### config.mk
export PLATFORM = sky130hd
export DESIGN_NAME = kpart_ctrl
export DESIGN_NICKNAME = d
export VERILOG_FILES = /design/src/rtl/kpart_pkg.sv /design/src/rtl/kpart_lock.sv /design/src/rtl/kpart_bank.sv /design/src/rtl/kpart_ctrl.sv
export SDC_FILE = /design/constraint.sdc
export NUM_CORES = 1
export LEC_CHECK = 0
export ABC_AREA = 0
export BUFFER_PORTS_ARGS = -buffer_cell sky130_fd_sc_hd__buf_2
export CORE_MARGIN = 4
export CORE_UTILIZATION = 39
export DETAILED_ROUTE_END_ITERATION = 10
export GPL_TIMING_DRIVEN = 0
export HOLD_SLACK_MARGIN = 0.06
export SLEW_MARGIN = 20
export SYNTH_ARGS = -nofsm -noshare
export SYNTH_HDL_FRONTEND = slang
export SYNTH_SLANG_ARGS = --single-unit
### constraint.sdc
create_clock -name clk -period 3.7 [get_ports clk]
set_input_delay 0.74 -clock clk [delete_from_list [all_inputs] [get_ports clk]]
set_output_delay 0.74 -clock clk [all_outputs]
set_load 0.02 [all_outputs]
### src/rtl/kpart_pkg.sv
package kpart_pkg;
   typedef enum logic [1:0] {
      LK_SHUT = 2'd0,
      LK_HALF = 2'd1,
      LK_OPEN = 2'd2
   } lk_state_t;

   localparam logic [1:0] MODE_RMII  = 2'b01;
   localparam logic [1:0] MODE_RGMII = 2'b10;
endpackage

### src/rtl/kpart_lock.sv
module kpart_lock
   import kpart_pkg::*;
#(
   parameter int              DATA_W = 32,
   parameter logic [DATA_W-1:0] KEY0 = 32'h68EF3490,
   parameter logic [DATA_W-1:0] KEY1 = 32'hD172BC5A
) (
   input  logic              clk,
   input  logic              rst_n,
   input  logic              kick0_wr,
   input  logic              kick1_wr,
   input  logic [DATA_W-1:0] wdata,
   output logic              unlocked_o
);
   lk_state_t state, nxt;

   always_comb begin
      nxt = state;
      if (kick0_wr) begin
         if (wdata != KEY0)        nxt = LK_SHUT;
         else if (state != LK_OPEN) nxt = LK_HALF;
      end else if (kick1_wr) begin
         if (wdata != KEY1)         nxt = LK_SHUT;
         else if (state == LK_HALF) nxt = LK_OPEN;
      end
   end

   always_ff @(posedge clk) begin
      if (!rst_n) state <= LK_SHUT;
      else        state <= nxt;
   end

   assign unlocked_o = (state == LK_OPEN);

   assert_unlock_R3: assert property (@(posedge clk) disable iff (!rst_n)
      (kick1_wr && !kick0_wr && wdata == KEY1 && state == LK_HALF) |=> unlocked_o);

   assert_kick1_order_R4: assert property (@(posedge clk) disable iff (!rst_n)
      (state == LK_SHUT) |=> !unlocked_o);

   assert_bad_key_R5: assert property (@(posedge clk) disable iff (!rst_n)
      ((kick0_wr && wdata != KEY0) || (!kick0_wr && kick1_wr && wdata != KEY1))
      |=> (state == LK_SHUT));
endmodule

### src/rtl/kpart_bank.sv
module kpart_bank #(
   parameter int                DATA_W   = 32,
   parameter int                NUM_REGS = 4,
   parameter logic [DATA_W-1:0] RESET0   = 32'h1,
   localparam int               IDX_W    = $clog2(NUM_REGS)
) (
   input  logic                       clk,
   input  logic                       rst_n,
   input  logic                       unlocked_i,
   input  logic                       wr_i,
   input  logic [IDX_W-1:0]           idx_i,
   input  logic [DATA_W-1:0]          wdata_i,
   output logic [DATA_W-1:0]          rdata_o,
   output logic [NUM_REGS*DATA_W-1:0] regs_o
);
   logic [DATA_W-1:0] store [NUM_REGS];

   for (genvar i = 0; i < NUM_REGS; i++) begin : g_reg
      localparam logic [DATA_W-1:0] RST_V = (i == 0) ? RESET0 : '0;
      always_ff @(posedge clk) begin
         if (!rst_n)
            store[i] <= RST_V;
         else if (unlocked_i && wr_i && idx_i == IDX_W'(i))
            store[i] <= wdata_i;
      end
      assign regs_o[i*DATA_W +: DATA_W] = store[i];

      assert_locked_hold_R2: assert property (@(posedge clk) disable iff (!rst_n)
         !unlocked_i |=> $stable(store[i]));
   end

   assign rdata_o = store[idx_i];
endmodule

### src/rtl/kpart_ctrl.sv
module kpart_ctrl
   import kpart_pkg::*;
#(
   parameter int  NUM_PART    = 4,
   parameter int  NUM_REGS    = 4,
   parameter int  DATA_W      = 32,
   parameter int  SPAN_W      = 14,
   parameter logic [DATA_W-1:0] KEY0       = 32'h68EF3490,
   parameter logic [DATA_W-1:0] KEY1       = 32'hD172BC5A,
   parameter logic [SPAN_W-1:0] KICK0_OFS  = 14'h1008,
   parameter logic [SPAN_W-1:0] KICK1_OFS  = 14'h100C,
   parameter logic [DATA_W-1:0] REG0_RESET = {{(DATA_W-2){1'b0}}, MODE_RMII},
   localparam int PART_W = $clog2(NUM_PART),
   localparam int ADDR_W = SPAN_W + PART_W,
   localparam int IDX_W  = $clog2(NUM_REGS),
   localparam int OUT_W  = NUM_PART * NUM_REGS * DATA_W
) (
   input  logic              clk,
   input  logic              rst_n,
   input  logic [ADDR_W-1:0] addr,
   input  logic              wr_en,
   input  logic [DATA_W-1:0] wr_data,
   output logic [DATA_W-1:0] rd_data,
   output logic [OUT_W-1:0]  ctrl_regs_o
);
   if (NUM_PART < 2 || (1 << PART_W) != NUM_PART) begin : g_bad_part
      $error("NUM_PART must be a power of two, at least 2");
   end
   if (NUM_REGS < 2 || (1 << IDX_W) != NUM_REGS) begin : g_bad_regs
      $error("NUM_REGS must be a power of two, at least 2");
   end
   if (SPAN_W < IDX_W + 3) begin : g_bad_span
      $error("SPAN_W too small for NUM_REGS");
   end
   if (DATA_W < 2) begin : g_bad_data
      $error("DATA_W must hold the mode field");
   end

   logic [PART_W-1:0] part;
   logic [SPAN_W-1:0] ofs;
   logic              is_k0, is_k1, is_reg;
   logic [IDX_W-1:0]  idx;

   assign part   = addr[ADDR_W-1 -: PART_W];
   assign ofs    = addr[SPAN_W-1:0];
   assign is_k0  = (ofs == KICK0_OFS);
   assign is_k1  = (ofs == KICK1_OFS);
   assign is_reg = (ofs[1:0] == 2'b00) && (ofs[SPAN_W-1:2+IDX_W] == '0);
   assign idx    = ofs[2+IDX_W-1:2];

   logic              unlocked [NUM_PART];
   logic [DATA_W-1:0] rdat     [NUM_PART];

   for (genvar p = 0; p < NUM_PART; p++) begin : g_part
      logic sel;
      assign sel = wr_en && (part == PART_W'(p));

      kpart_lock #(.DATA_W(DATA_W), .KEY0(KEY0), .KEY1(KEY1)) u_lock (
         .clk        (clk),
         .rst_n      (rst_n),
         .kick0_wr   (sel && is_k0),
         .kick1_wr   (sel && is_k1),
         .wdata      (wr_data),
         .unlocked_o (unlocked[p])
      );

      kpart_bank #(.DATA_W(DATA_W), .NUM_REGS(NUM_REGS), .RESET0(REG0_RESET)) u_bank (
         .clk        (clk),
         .rst_n      (rst_n),
         .unlocked_i (unlocked[p]),
         .wr_i       (sel && is_reg),
         .idx_i      (idx),
         .wdata_i    (wr_data),
         .rdata_o    (rdat[p]),
         .regs_o     (ctrl_regs_o[p*NUM_REGS*DATA_W +: NUM_REGS*DATA_W])
      );

      assert_other_part_R6: assert property (@(posedge clk) disable iff (!rst_n)
         (wr_en && part != PART_W'(p)) |=> $stable(unlocked[p]));
   end

   always_comb begin
      rd_data = '0;
      if (is_k0)       rd_data[0] = unlocked[part];
      else if (is_reg) rd_data    = rdat[part];
   end
endmodule

Word level (Yosys, flattened, before mapping)
Memories as Yosys holds them, arrays and structs flattened.
Index checks and enable logic that the tools add are counted.
Widths: inputs -> output; s select.
- magnitude comparators: 1
- divide/modulo/power cells: 0
- bitwise logic cells: 17
- $mul: 0
- shift operators: 0
- multiplexer cells: 98
- reduce and logical (&&, ||, !) cells: 53
- equality and inequality tests: 26
- add/sub/neg operators: 0
- operators by type and width (cell ; number):
    $mux 32 ; 19
    $bmux 32 s2 ; 1
    $mux 1 ; 52
    $mux 2 ; 24
    $logic_and 1x1->1 ; 37
    $ne 32x31->1 const B ; 1
    $ne 32x32->1 const B ; 1
    $mux 31 ; 1
    $eq 14x13->1 const B ; 2
    $eq 2x2->1 const B ; 8
    $or 1x1->1 ; 16
    $eq 2x1->1 const B ; 6
    $ne 3x3->1 const B ; 4
    $reduce_and 3->1 ; 4
    $reduce_bool 3->1 ; 4
    $logic_not 10->1 ; 1
    $ne 2x2->1 const B ; 4
    $reduce_bool 2->1 ; 4
    $logic_not 2->1 ; 3
    $ge 3x3->1 const B ; 1
    $not 2->3 ; 1
    $bmux 1 s2 ; 1
- output and inout bits: 544
- ROM bits: 0
- input port bits: 51
- bits in latches: 0
- memory bits (writable): 512
- flip-flop bits (word level): 8
- logic and storage cells: 203
- memories kept: 4
- memories (memory ; depth ; width ; read ports ; clocked after Yosys merged registers in ; wr ports ; RTL line ; source):
    g_part[0].u_bank.store ; 4 ; 32 ; 5 ; 0 ; 4 ; kpart_bank.sv:16 ; logic [DATA_W-1:0] store [NUM_REGS];
    g_part[1].u_bank.store ; 4 ; 32 ; 5 ; 0 ; 4 ; kpart_bank.sv:16 ;
    g_part[2].u_bank.store ; 4 ; 32 ; 5 ; 0 ; 4 ; kpart_bank.sv:16 ;
    g_part[3].u_bank.store ; 4 ; 32 ; 5 ; 0 ; 4 ; kpart_bank.sv:16 ;

Depth between registers and ports, before layout
- word-level depth: 9
- gate-level depth with buffers: 8
- depth with buffers taken out: 5

Hierarchy
From an unflattened synthesis, not the netlist that was laid out.
- cell total of the unflattened synthesis: 1702
- area, all modules: 24075.6 sq um
- by module, submodules not included (module ; cells an instance ; sequential area each (sq um) ; times used ; area an instance (sq um)):
    kpart_bank ; 364 ; 3843.7 ; 4 ; 5447.7
    kpart_ctrl ; 102 ; 0.0 ; 1 ; 1208.7
    kpart_lock ; 36 ; 40.0 ; 4 ; 269.0

Worst setup path before layout
OpenSTA, ideal clock, no wires.
- path type: input -> register
- start: input addr[2]
- end: memory g_part[0].u_bank.store[0][0] (enable)
- path buffers: 4
- setup time: 0.425 ns
- path slack: 0.114 ns
- arrival: 3.160 ns
- stages on the path: 6
- data required time: 3.275 ns
- cells stage by stage: buf_2 > buf_6 > buf_6 > clkbuf_1 > or2_2 > o21ai_1
- RTL lines (item ; RTL line ; source):
    start, declared ; kpart_ctrl.sv:20 ; input logic [ADDR_W-1:0] addr,
    end, declared ; kpart_bank.sv:16 ;

Worst setup path after layout
- start: input addr[2]
- end: output rd_data[4]
- cells in the longest elaborated chain, start to end: 6
- elaborated cells between the ends (all ways): 10
- classes of those cells: eq/ne (1); mux (5); memory (4)
- ends and longest elaborated chain (item ; RTL line ; source):
    $mem_v2 4x32 ; -- ;
    $bmux 32 s2 ; kpart_ctrl.sv:85 ; else if (is_reg) rd_data = rdat[part];
    $mux 32 (implied by the code) (2 in series) ; kpart_ctrl.sv:85 ;
    $mux 32 ; kpart_ctrl.sv:85 ;
    $mux 31 * ; kpart_ctrl.sv:84 ; if (is_k0) rd_data[0] = unlocked[part];
    end, declared ; kpart_ctrl.sv:23 ; output logic [DATA_W-1:0] rd_data,
Mark *: on every way between the ends. The rest lies on a longest branch, timed or not. The select of a mux whose other input is x is not followed.

==> flow_metrics.py <==
metrics = {
    "pwr": {
        "power_w": 0.0144,
        "vdd_drop_max_uv": 357,
        "p_leak_nw": 12.0,
        "power_density_nw_per_um2": 466,
    },
    "clocking": {
        "cts_root_buffer": "clkbuf_16",
        "cts_htree_levels": 2,
        "clock_sinks": 520,
        "post_cts_buffers": 0,
        "cts_buffer_depth": 3,
        "numCtsBuffers": 55,
        "holdBufCountCts": 0,
        "clkTransAtPathRegs_ns": 0.06,
        "ctsResizeCount": 23,
        "cts_tree": "done",
        "clk_latency_ns": 0.61,
    },
    "timing": {
        "worst_pin_slew_ns": 1.20,
        "rsz0062_at_grt": "false",
        "hold_slack_ns": 0.525,
        "finClkSkew_ns": 0.0113,
        "max_freq_ghz": 0.277,
        "slew_headroom_pct": 19.7,
        "fin_crit_sh_pct": 97.7,
        "finalSetupViolCount": 0,
        "drv_slew": 0,
        "setup_tns_ns": 0,
        "min_period_ns": 3.62,
        "hold_viol_final": 0,
    },
    "synth": {
        "synthCells": 1495,
        "synth.avg_cell_area_sq_um": 16.1,
        "synth-warning-count": 0,
        "yosys_most_used_dff": "edfxtp_1",
        "ys_seq_area_share_pct": 64.5,
        "syn_area_sq_um": 24100,
        "ys_ff_latch": 520,
        "ys_types": 42,
        "synth-edff-count": 512,
        "ys_async_sr_fraction_pct": 0,
        "syn_nets": 1546,
    },
    "floorplan": {
        "floorplan.die.height_microns": 257,
        "die_w_microns": 257,
        "start_util_pct": 39.7,
        "die-area_sq_um": 65800,
        "coreArea_sq_um": 60700,
        "design.portCount": 595,
        "rows": 90,
    },
    "layout": {
        "multi_input_area_sq_um": 8100,
        "layout_common_cells": "648 x buf_2, 512 x edfxtp_1, 509 x and2_1",
        "syn_to_final_growth_pct": 28.3,
        "finalNonFillerCells": 3000,
        "drive_gt1_share_pct": 43.8,
        "fillers": 5198,
        "fin_util_pct": 50.9,
        "layout_commonest_cell": "buf_2",
        "nets": 2226,
        "regArea_sq_um": 15500,
    },
    "placed_design": {
        "io_buffers": 591,
        "dp_cells": 2900,
        "routabilityCongestion": 0.901,
        "hpwl_microns": 77800,
    },
    "global_routing": {
        "grt.overflow.total": 0,
        "grt_pass1_vias": 17500,
        "grt_max_degree": 17,
        "grt_pass1_wl_microns": 141000,
        "grtUsageTotal_pct": 30.6,
        "antenna_found_initial": 2,
    },
    "setup_path": {
        "r2r-start": "g_part[2].u_lock.state[1]$_SDFFE_PN0P_",
        "r2r_cells": 4,
        "reg2reg_to": "g_part[2].u_bank.store[2][15]$_SDFFCE_PN0P_",
        "arrival_ns": 2.88,
        "end_kind": "output port",
        "startpoint_type": "input port",
        "reg2reg_slack_ns": 1.48,
        "cp.required_ns": 2.96,
        "critPathKind": "input port to output port",
        "cp_max_fo": 10,
    },
    "drt": {
        "wl_microns": 103000,
        "vias": 17100,
        "ant_nets": 0,
        "dr.pass1.iters": 6,
        "drc": 0,
        "wl_per_cell_microns": 34.4,
        "avgViaCountPerCell": 5.69,
        "drt_iter0_drc": 2138,
    },
    "worst_hold_path": {
        "min_path_cells": 2,
        "hold_path.startpoint": "wr_data[0]",
        "min_path_type": "input port to flop",
        "whs_endpoint": "g_part[1].u_bank.store[0][0]$_SDFFCE_PN1P_",
    },
    "run": {
        "max-cap-violations": 0,
    },
    "run_status": {
        "outcome": "completed",
    },
}
## area by class of cell
| type | instances | share of cell area [%] |
|---|---|---|
| Sequential cell | 520 | 50.3 |
| Multi-Input combinational cell | 843 | 26.2 |
| Timing Repair Buffer | 623 | 12.3 |
| Clock buffer | 69 | 4.76 |
| Tap cell | 782 | 3.17 |
| Buffer | 127 | 2.16 |
| Clock inverter | 30 | 1.04 |
| Inverter | 5 | 0.0607 |
| Antenna cell | 1 | 0.00810 |
## Yosys cell counts (4+ instances only)
cell | n | area [sq um]
edfxtp_1 | 512 | 15400
and2_1 | 509 | 3180
mux4_2 | 159 | 3580
buf_2 | 59 | 295
clkbuf_1 | 56 | 210
nor2b_1 | 35 | 219
nor2_1 | 26 | 97.6
nand2_1 | 17 | 63.8
o21ai_1 | 16 | 80.1
buf_6 | 9 | 101
dfxtp_1 | 8 | 160
a21oi_1 | 6 | 30.0
nand3_1 | 6 | 30.0
inv_1 | 5 | 18.8
nand4_1 | 5 | 31.3
or3_1 | 5 | 31.3
and4_1 | 4 | 35.0
nand2b_1 | 4 | 25.0
nand3b_1 | 4 | 30.0
nor3_1 | 4 | 20.0
o211ai_1 | 4 | 30.0
o21a_1 | 4 | 30.0
o311ai_1 | 4 | 35.0
o32ai_1 | 4 | 35.0
## state kept, by name (all words and copies together) (netlist names)
| name | count |
|---|---|
| g_part.u_bank.store | 512 |
| g_part.u_lock.state | 8 |
## power by group
part           switching, W  total, W  internal (W)
sequential         0.000218   0.00697       0.00675
combinational       0.00111   0.00177      0.000660
clock               0.00238   0.00567       0.00329
total               0.00371    0.0144        0.0107
## worst max-delay path by stage
stage              from                                     endpoint  slack (ns)  cells past startpoint
5_1_grt        addr[14]                                  rd_data[11]        0.02                      6
6_report        addr[2]                                   rd_data[4]        0.08                      6
4_1_cts         addr[2]                                  rd_data[18]        0.03                      6
3_3_place_gp    addr[8]  g_part[2].u_bank.store[2][18]$_SDFFCE_PN0P_       -2.69                      6
3_5_place_dp    addr[3]                                   rd_data[3]       -0.45                      6
2_1_floorplan   addr[2]   g_part[0].u_bank.store[0][0]$_SDFFCE_PN1P_        0.11                      6
## routing by layer
layer	part of all wire [%]	global-route usage [%]	vias up
met2	49	52.4	1069
li1	-	-	6958
met3	9.5	7.50	184
met5	0.025	0	-
met1	38	38.5	8859
met4	3.7	10.0	4
## worst max-delay path: stages
cell and delay [ns]:
buf_2 0.18, buf_2 0.51, mux4_2 0.64, mux4_2 0.47
nor2b_1 0.14, buf_2 0.17
## cells by family after synthesis
kind of cell / after synthesis / synth area share (%)
muxes: 159 / 14.9
AOI/OAI and AO/OA: 42 / 1.14
DFF: 520 / 64.5
and+or+nand+nor: 642 / 16.8
buffers and inverters: 132 / 2.66
## per-stage QoR
stage                     area (sq um)  setup slack [ns]
final                            30900            0.0846
after global routing             30900            0.0230
after CTS                        30900            0.0287
after detailed placement         29100            -0.455
after global placement           28000             -2.69
after floorplan                  24100             0.114
Note: power is estimated with default switching activity, not from simulation.
